### config.mk
export PLATFORM = sky130hd
export DESIGN_NAME = pla_core
export DESIGN_NICKNAME = d
export VERILOG_FILES = /design/src/rtl/pla_core_pkg.sv /design/src/rtl/pla_rst_sync.sv /design/src/rtl/pla_cfg_store.sv /design/src/rtl/pla_and_plane.sv /design/src/rtl/pla_or_plane.sv /design/src/rtl/pla_core.sv
export SDC_FILE = /design/constraint.sdc
export NUM_CORES = 1
export LEC_CHECK = 0
export BUFFER_PORTS_ARGS = -buffer_cell sky130_fd_sc_hd__buf_2
export CORE_UTILIZATION = 40
export CTS_CLUSTER_SIZE = 40
export DETAILED_ROUTE_END_ITERATION = 8
export PLACE_DENSITY = 0.64
export SLEW_MARGIN = 20
export SYNTH_ARGS = -nofsm -noshare
export SYNTH_HDL_FRONTEND = slang
export SYNTH_SLANG_ARGS = --single-unit
### constraint.sdc
create_clock -name clk -period 17.45 [get_ports clk]
set_clock_uncertainty 0.05 [all_clocks]
set_input_delay 0.8725 -clock clk [delete_from_list [all_inputs] [get_ports clk]]
set_output_delay 0.8725 -clock clk [all_outputs]
set_load 0.05 [all_outputs]
### src/rtl/pla_core_pkg.sv
package pla_core_pkg;

  // Offset of the OR-plane field inside the configuration word.
  function automatic int unsigned or_base(int unsigned n_out);
    return n_out;
  endfunction

  // Offset of the AND-plane field inside the configuration word.
  function automatic int unsigned and_base(int unsigned n_out, int unsigned n_term);
    return n_out + n_out * n_term;
  endfunction

  // Total configuration width.
  function automatic int unsigned cfg_width(int unsigned n_in, int unsigned n_term,
                                            int unsigned n_out);
    return n_out + n_out * n_term + 2 * n_in * n_term;
  endfunction

endpackage

### src/rtl/pla_rst_sync.sv
module pla_rst_sync (
  input  logic clk,
  input  logic rst_n,
  output logic rst_n_sync
);

  logic [1:0] sync_q;

  always_ff @(posedge clk or negedge rst_n) begin
    if (!rst_n) sync_q <= 2'b00;
    else        sync_q <= {sync_q[0], 1'b1};
  end

  assign rst_n_sync = sync_q[1];

endmodule

### src/rtl/pla_cfg_store.sv
module pla_cfg_store #(
  parameter int unsigned CFG_W = 16
) (
  input  logic             clk,
  input  logic             rst_n,
  input  logic             cfg_en,
  input  logic             cfg_bit,
  input  logic             cfg_load,
  output logic [CFG_W-1:0] cfg_active
);

  logic [CFG_W-1:0] stage_q, stage_d;
  logic [CFG_W-1:0] active_q, active_d;

  always_comb begin
    stage_d  = stage_q;
    active_d = active_q;
    if (cfg_en)   stage_d  = {stage_q[CFG_W-2:0], cfg_bit};
    if (cfg_load) active_d = stage_q;
  end

  always_ff @(posedge clk or negedge rst_n) begin
    if (!rst_n) begin
      stage_q  <= '0;
      active_q <= '0;
    end else begin
      stage_q  <= stage_d;
      active_q <= active_d;
    end
  end

  assign cfg_active = active_q;


  shift_entry_chk: assert property (@(posedge clk) disable iff (!rst_n)
    cfg_en |=> (stage_q[0] == $past(cfg_bit)) && (stage_q[CFG_W-1:1] == $past(stage_q[CFG_W-2:0])));


  stage_hold_chk: assert property (@(posedge clk) disable iff (!rst_n)
    !cfg_en |=> $stable(stage_q));


  load_copy_chk: assert property (@(posedge clk) disable iff (!rst_n)
    cfg_load |=> (active_q == $past(stage_q)));


  active_hold_chk: assert property (@(posedge clk) disable iff (!rst_n)
    !cfg_load |=> $stable(active_q));

endmodule

### src/rtl/pla_and_plane.sv
module pla_and_plane #(
  parameter int unsigned N_IN   = 4,
  parameter int unsigned N_TERM = 8
) (
  input  logic                     clk,
  input  logic                     rst_n,
  input  logic [N_IN-1:0]          din,
  input  logic [2*N_IN*N_TERM-1:0] and_cfg,
  output logic [N_TERM-1:0]        pterm
);

  localparam int unsigned ROW_W = 2 * N_IN;

  for (genvar t = 0; t < N_TERM; t++) begin : g_term
    logic [ROW_W-1:0] row;
    logic [N_IN-1:0]  sel_true, sel_comp, lit_ok;
    logic             any_sel;

    assign row = and_cfg[t*ROW_W +: ROW_W];

    for (genvar i = 0; i < N_IN; i++) begin : g_lit
      assign sel_true[i] = row[2*i];
      assign sel_comp[i] = row[2*i+1];
      assign lit_ok[i]   = (!sel_true[i] || din[i]) && (!sel_comp[i] || !din[i]);
    end

    assign any_sel  = |row;
    assign pterm[t] = any_sel && (&lit_ok);


    conflict_zero_chk: assert property (@(posedge clk) disable iff (!rst_n)
      (|(sel_true & sel_comp)) |-> !pterm[t]);


    dont_care_chk: assert property (@(posedge clk) disable iff (!rst_n)
      pterm[t] |-> (((din & sel_comp) == '0) && ((~din & sel_true) == '0)));
  end

endmodule

### src/rtl/pla_or_plane.sv
module pla_or_plane #(
  parameter int unsigned N_TERM = 8,
  parameter int unsigned N_OUT  = 4
) (
  input  logic                    clk,
  input  logic                    rst_n,
  input  logic [N_TERM-1:0]       pterm,
  input  logic [N_OUT*N_TERM-1:0] or_cfg,
  input  logic [N_OUT-1:0]        polarity,
  output logic [N_OUT-1:0]        dout
);

  for (genvar o = 0; o < N_OUT; o++) begin : g_out
    logic [N_TERM-1:0] conn;
    logic              sum;

    assign conn    = or_cfg[o*N_TERM +: N_TERM];
    assign sum     = |(conn & pterm);
    assign dout[o] = sum ^ polarity[o];


    idle_pol_chk: assert property (@(posedge clk) disable iff (!rst_n)
      ((conn & pterm) == '0) |-> (dout[o] == polarity[o]));


    active_term_chk: assert property (@(posedge clk) disable iff (!rst_n)
      ((conn & pterm) != '0) |-> (dout[o] != polarity[o]));
  end

endmodule

### src/rtl/pla_core.sv
module pla_core #(
  parameter int unsigned N_IN   = 4,
  parameter int unsigned N_TERM = 8,
  parameter int unsigned N_OUT  = 4
) (
  input  logic              clk,
  input  logic              rst_n,
  input  logic              cfg_en,
  input  logic              cfg_bit,
  input  logic              cfg_load,
  input  logic [N_IN-1:0]   din,
  output logic [N_OUT-1:0]  dout
);

  import pla_core_pkg::*;

  localparam int unsigned CFG_W   = cfg_width(N_IN, N_TERM, N_OUT);
  localparam int unsigned OR_LO   = or_base(N_OUT);
  localparam int unsigned AND_LO  = and_base(N_OUT, N_TERM);
  localparam int unsigned OR_W    = N_OUT * N_TERM;
  localparam int unsigned AND_W   = 2 * N_IN * N_TERM;

  logic             rst_n_sync;
  logic [CFG_W-1:0] cfg_active;
  logic [N_TERM-1:0] pterm;

  pla_rst_sync u_rst (
    .clk        (clk),
    .rst_n      (rst_n),
    .rst_n_sync (rst_n_sync)
  );

  pla_cfg_store #(.CFG_W(CFG_W)) u_store (
    .clk        (clk),
    .rst_n      (rst_n_sync),
    .cfg_en     (cfg_en),
    .cfg_bit    (cfg_bit),
    .cfg_load   (cfg_load),
    .cfg_active (cfg_active)
  );

  pla_and_plane #(.N_IN(N_IN), .N_TERM(N_TERM)) u_and (
    .clk     (clk),
    .rst_n   (rst_n_sync),
    .din     (din),
    .and_cfg (cfg_active[AND_LO +: AND_W]),
    .pterm   (pterm)
  );

  pla_or_plane #(.N_TERM(N_TERM), .N_OUT(N_OUT)) u_or (
    .clk      (clk),
    .rst_n    (rst_n_sync),
    .pterm    (pterm),
    .or_cfg   (cfg_active[OR_LO +: OR_W]),
    .polarity (cfg_active[N_OUT-1:0]),
    .dout     (dout)
  );


  reset_out_chk: assert property (@(posedge clk)
    !rst_n_sync |-> (dout == '0));

endmodule

==> impl_summary.md <==
Synthesis
The mean instance size in the synthesized netlist is 15.1 sq um. The share of the Yosys chip area taken by registers is 0.616. The synthesized netlist contains 26 unique library cells. The number of flip-flops and latches in the synthesized netlist is 202. The biggest area contributor in the post-synthesis netlist is dfrtp_1. In this run the cell area of the synthesized design comes to 8210 sq um. In the post-synthesis netlist, the biggest area contributors are dfrtp_1 62%, mux2_2 27%, mux2i_1 3.7%. Among all flip-flop cells after synthesis, the most frequent one is dfrtp_1. The proportion of netlist area held by the largest area contributor is 0.616. The most common cell in the netlist is dfrtp_1. Ranked by instance count, the synthesized netlist is headed by 202 x dfrtp_1, 196 x mux2_2, 30 x mux2i_1. After technology mapping, the gate count stands at 545. The net count after synthesis is 554. Counting flops with a built-in enable in the synthesized netlist gives 0. In the synthesized netlist the async set-or-reset flop fraction comes to 1.00. The number of warnings issued by yosys is 0.

STA
Setup violations remaining at the end of the flow were counted as 0. The period utilization is 0.236. The total count of hold-check failures in the final report was 0. The number of max-slew violations in the final report came to 0.

Setup repair after global routing left no endpoint under its margin. The highest clock rate is 243 MHz. Headroom to the max-slew limit came out at 0.303. Subtracting the final worst setup slack from the clock period gives 4.12 ns. For the pin with the worst max-slew slack, the measured transition is 1.04 ns.

Summed over all failing endpoints, the final setup total negative slack is 0 ns.

GRT
After global routing the overflow that remains totals 0. The first global-routing pass estimated 24.8 mm of wire. The number of global-route vias before repair is 4625. The initial antenna violation count was 0. Across every metal layer, demand over resource in global routing totals 0.145.

The largest net degree at the start of global routing is 88.

Status
The run finished with clean final reports.

Detailed routing
The average wire per cell in the routed design is 17.4 um. The first TritonRoute pass finished after 4 iterations. The first routing iteration left 243 violations. Once detail routing completed, the nets flagged for antenna violations numbered 0.

The residual DRC count is 0. The count of vias placed by the detailed router is 4378. Summed over all layers, the routed wires come to 14.6 mm. The vias per cell is 5.21.

Setup path
The highest cell delay on the worst timing path is 0.63 ns. The signal on the critical path passes through or4_1 > o211ai_2 > nor2_1 > a2111oi_0 > o2111ai_1 > xor2_1 > buf_2. The cell family with the largest share of critical-path delay is compound AO/OA/AOI/OAI gates.

The startpoint of the lowest-slack register-to-register path is u_rst.sync_q[1]. The cell depth of the worst flop-to-flop path is 1. STA classifies the critical path endpoint as an output port. The worst setup path is of the reg -> out kind. The setup check on the worst reg-to-reg path leaves a slack of 15.80 ns.

On the critical path, the stage with the largest delay is an instance of a2111oi_0. The required time of the worst setup path is 16.53 ns. The capturing point of the worst reg2reg path is u_store.stage_q[37]. The sort of element at the start of the critical path is a register. The number of buffers and inverters on the critical path is 1.

The top fanout value on the critical path is 4. The worst setup path startpoint is u_store.cfg_active[65]. At the worst endpoint, the arrival time is 3.19 ns.

Clock network
In this run the post-CTS setup repair buffer count came out at 0. The clock latency at the later pin of the worst-skew pair is 0.49 ns. The number of hold buffers added after CTS is 0.

The clock buffer count from CTS is 22. The number of gates resized after cts is 0. Clock-pin slew was measured on the worst setup and hold paths at 0.06 ns. Counting along the longest clock path gives a buffer depth of 3. In this run the clock root is driven by a clkbuf_16. The H-tree level count is 1. The TritonCTS clock tree is yes. The TritonCTS sink count is 202.

Finish
In the final layout, the share of cells above drive strength 1 is 0.438. The finished layout holds 841 standard cells, fillers aside. Once layout is complete, the utilization of the core stands at 0.460. The number of diodes is 0. The post-synthesis to final-layout area growth is 13.0%. The finished cells cover 9270 sq um.

The net count of the finished layout is 567.

Die
The area of the placeable core is 20200 sq um. The die covers 21100 sq um. The die extent in x is 145 um. 13 I/O pins were placed. The initial core utilization is 0.407. The standard-cell row count is 52. The die is 145 um tall.

Place
The final weighted congestion of routability-driven global placement is 0.766. Detailed placement finished with a half-perimeter wire length of 9.27 mm. In this run the tool buffered the top-level ports with 12 buffer cells. The number of placed cells counting well taps is 804. After detailed placement, the total cell area comes to 8540 sq um.

Run
Across the run, the number of max-cap violations was 0.

Worst hold path
The min-delay analysis places its worst path in the category in -> async.

Power and ir drop
The worst supply voltage drop on vdd is 0.0000501 V. For this design the ratio of total power to cell area is 122 nW/um^2. In this run the static leakage power is 4.56 nW.
[metrics by stage]
| stage | setup WS [ns] | total power [mW] | hold slack [ns] |
|---|---|---|---|
| 2_1_floorplan | 11.35 | 0.646 | 0.281 |
| 3_3_place_gp | 13.60 | 0.673 | 0.270 |
| 3_5_place_dp | 13.59 | 0.679 | 0.276 |
| 4_1_cts | 13.32 | 1.15 | 0.0842 |
| 5_1_grt | 13.24 | 1.18 | 0.0865 |
| 6_report | 13.33 | 1.13 | 0.102 |
[layout make-up]
class / count / area, sq um
timing repair buffer: 16 / 98.8
inverter: 4 / 15.0
tap: 270 / 338
sequential: 202 / 5060
fill: 1788 / 10900
clock buffer: 30 / 642
clock inverter: 7 / 87.6
multi-input combinational: 312 / 3030
[cells in the final DEF, fill, tap and decap left out, types with 5 or more instances in the layout]
cell type and count:
dfrtp_1 201, nor2_1 12, nand2_1 11, mux2i_1 30, clkbuf_16 23, buf_2 10
or4_1 5, nor4_1 10, mux2_2 196, buf_4 5, nand3_1 12
[flip-flops by register name, indices dropped and copies added, names as in the netlist]
register and flops:
u_store.cfg_active 100, u_store.stage_q 100, u_rst.sync_q 2
[power breakdown]
part           total [mW]  leakage, nW  internal, mW  switching [mW]
clock               0.462        0.360         0.285           0.177
combinational       0.102         1.48        0.0560          0.0465
sequential          0.568         2.72         0.526          0.0419
[kinds of logic (layout without fill, tap and decap cells)]
family	Yosys count	after routing	synth area share
XOR/XNOR	4	4	0.00427
buffers and inverters	31	57	0.0148
flip-flops	202	202	0.616
multiplexers	227	227	0.307
AND/OR/NAND/NOR	56	56	0.0352
other	1	1	0.000457
AO/OA/AOI/OAI	24	24	0.0223
[per-layer routing]
metal	global-route usage	routed length, um
met1	0.204	7050
met3	0.0289	493
met4	0.0353	192
met5	0	0
met2	0.231	6890
[worst max path at each step]
stage / endpoint / depth (start not counted)
6_report: dout[2] / 7
5_1_grt: dout[2] / 7
4_1_cts: dout[2] / 7
3_5_place_dp: dout[3] / 8
3_3_place_gp: dout[0] / 8
2_1_floorplan: u_store.cfg_active[0] / 0
Note: power is estimated with default switching activity, not from simulation.
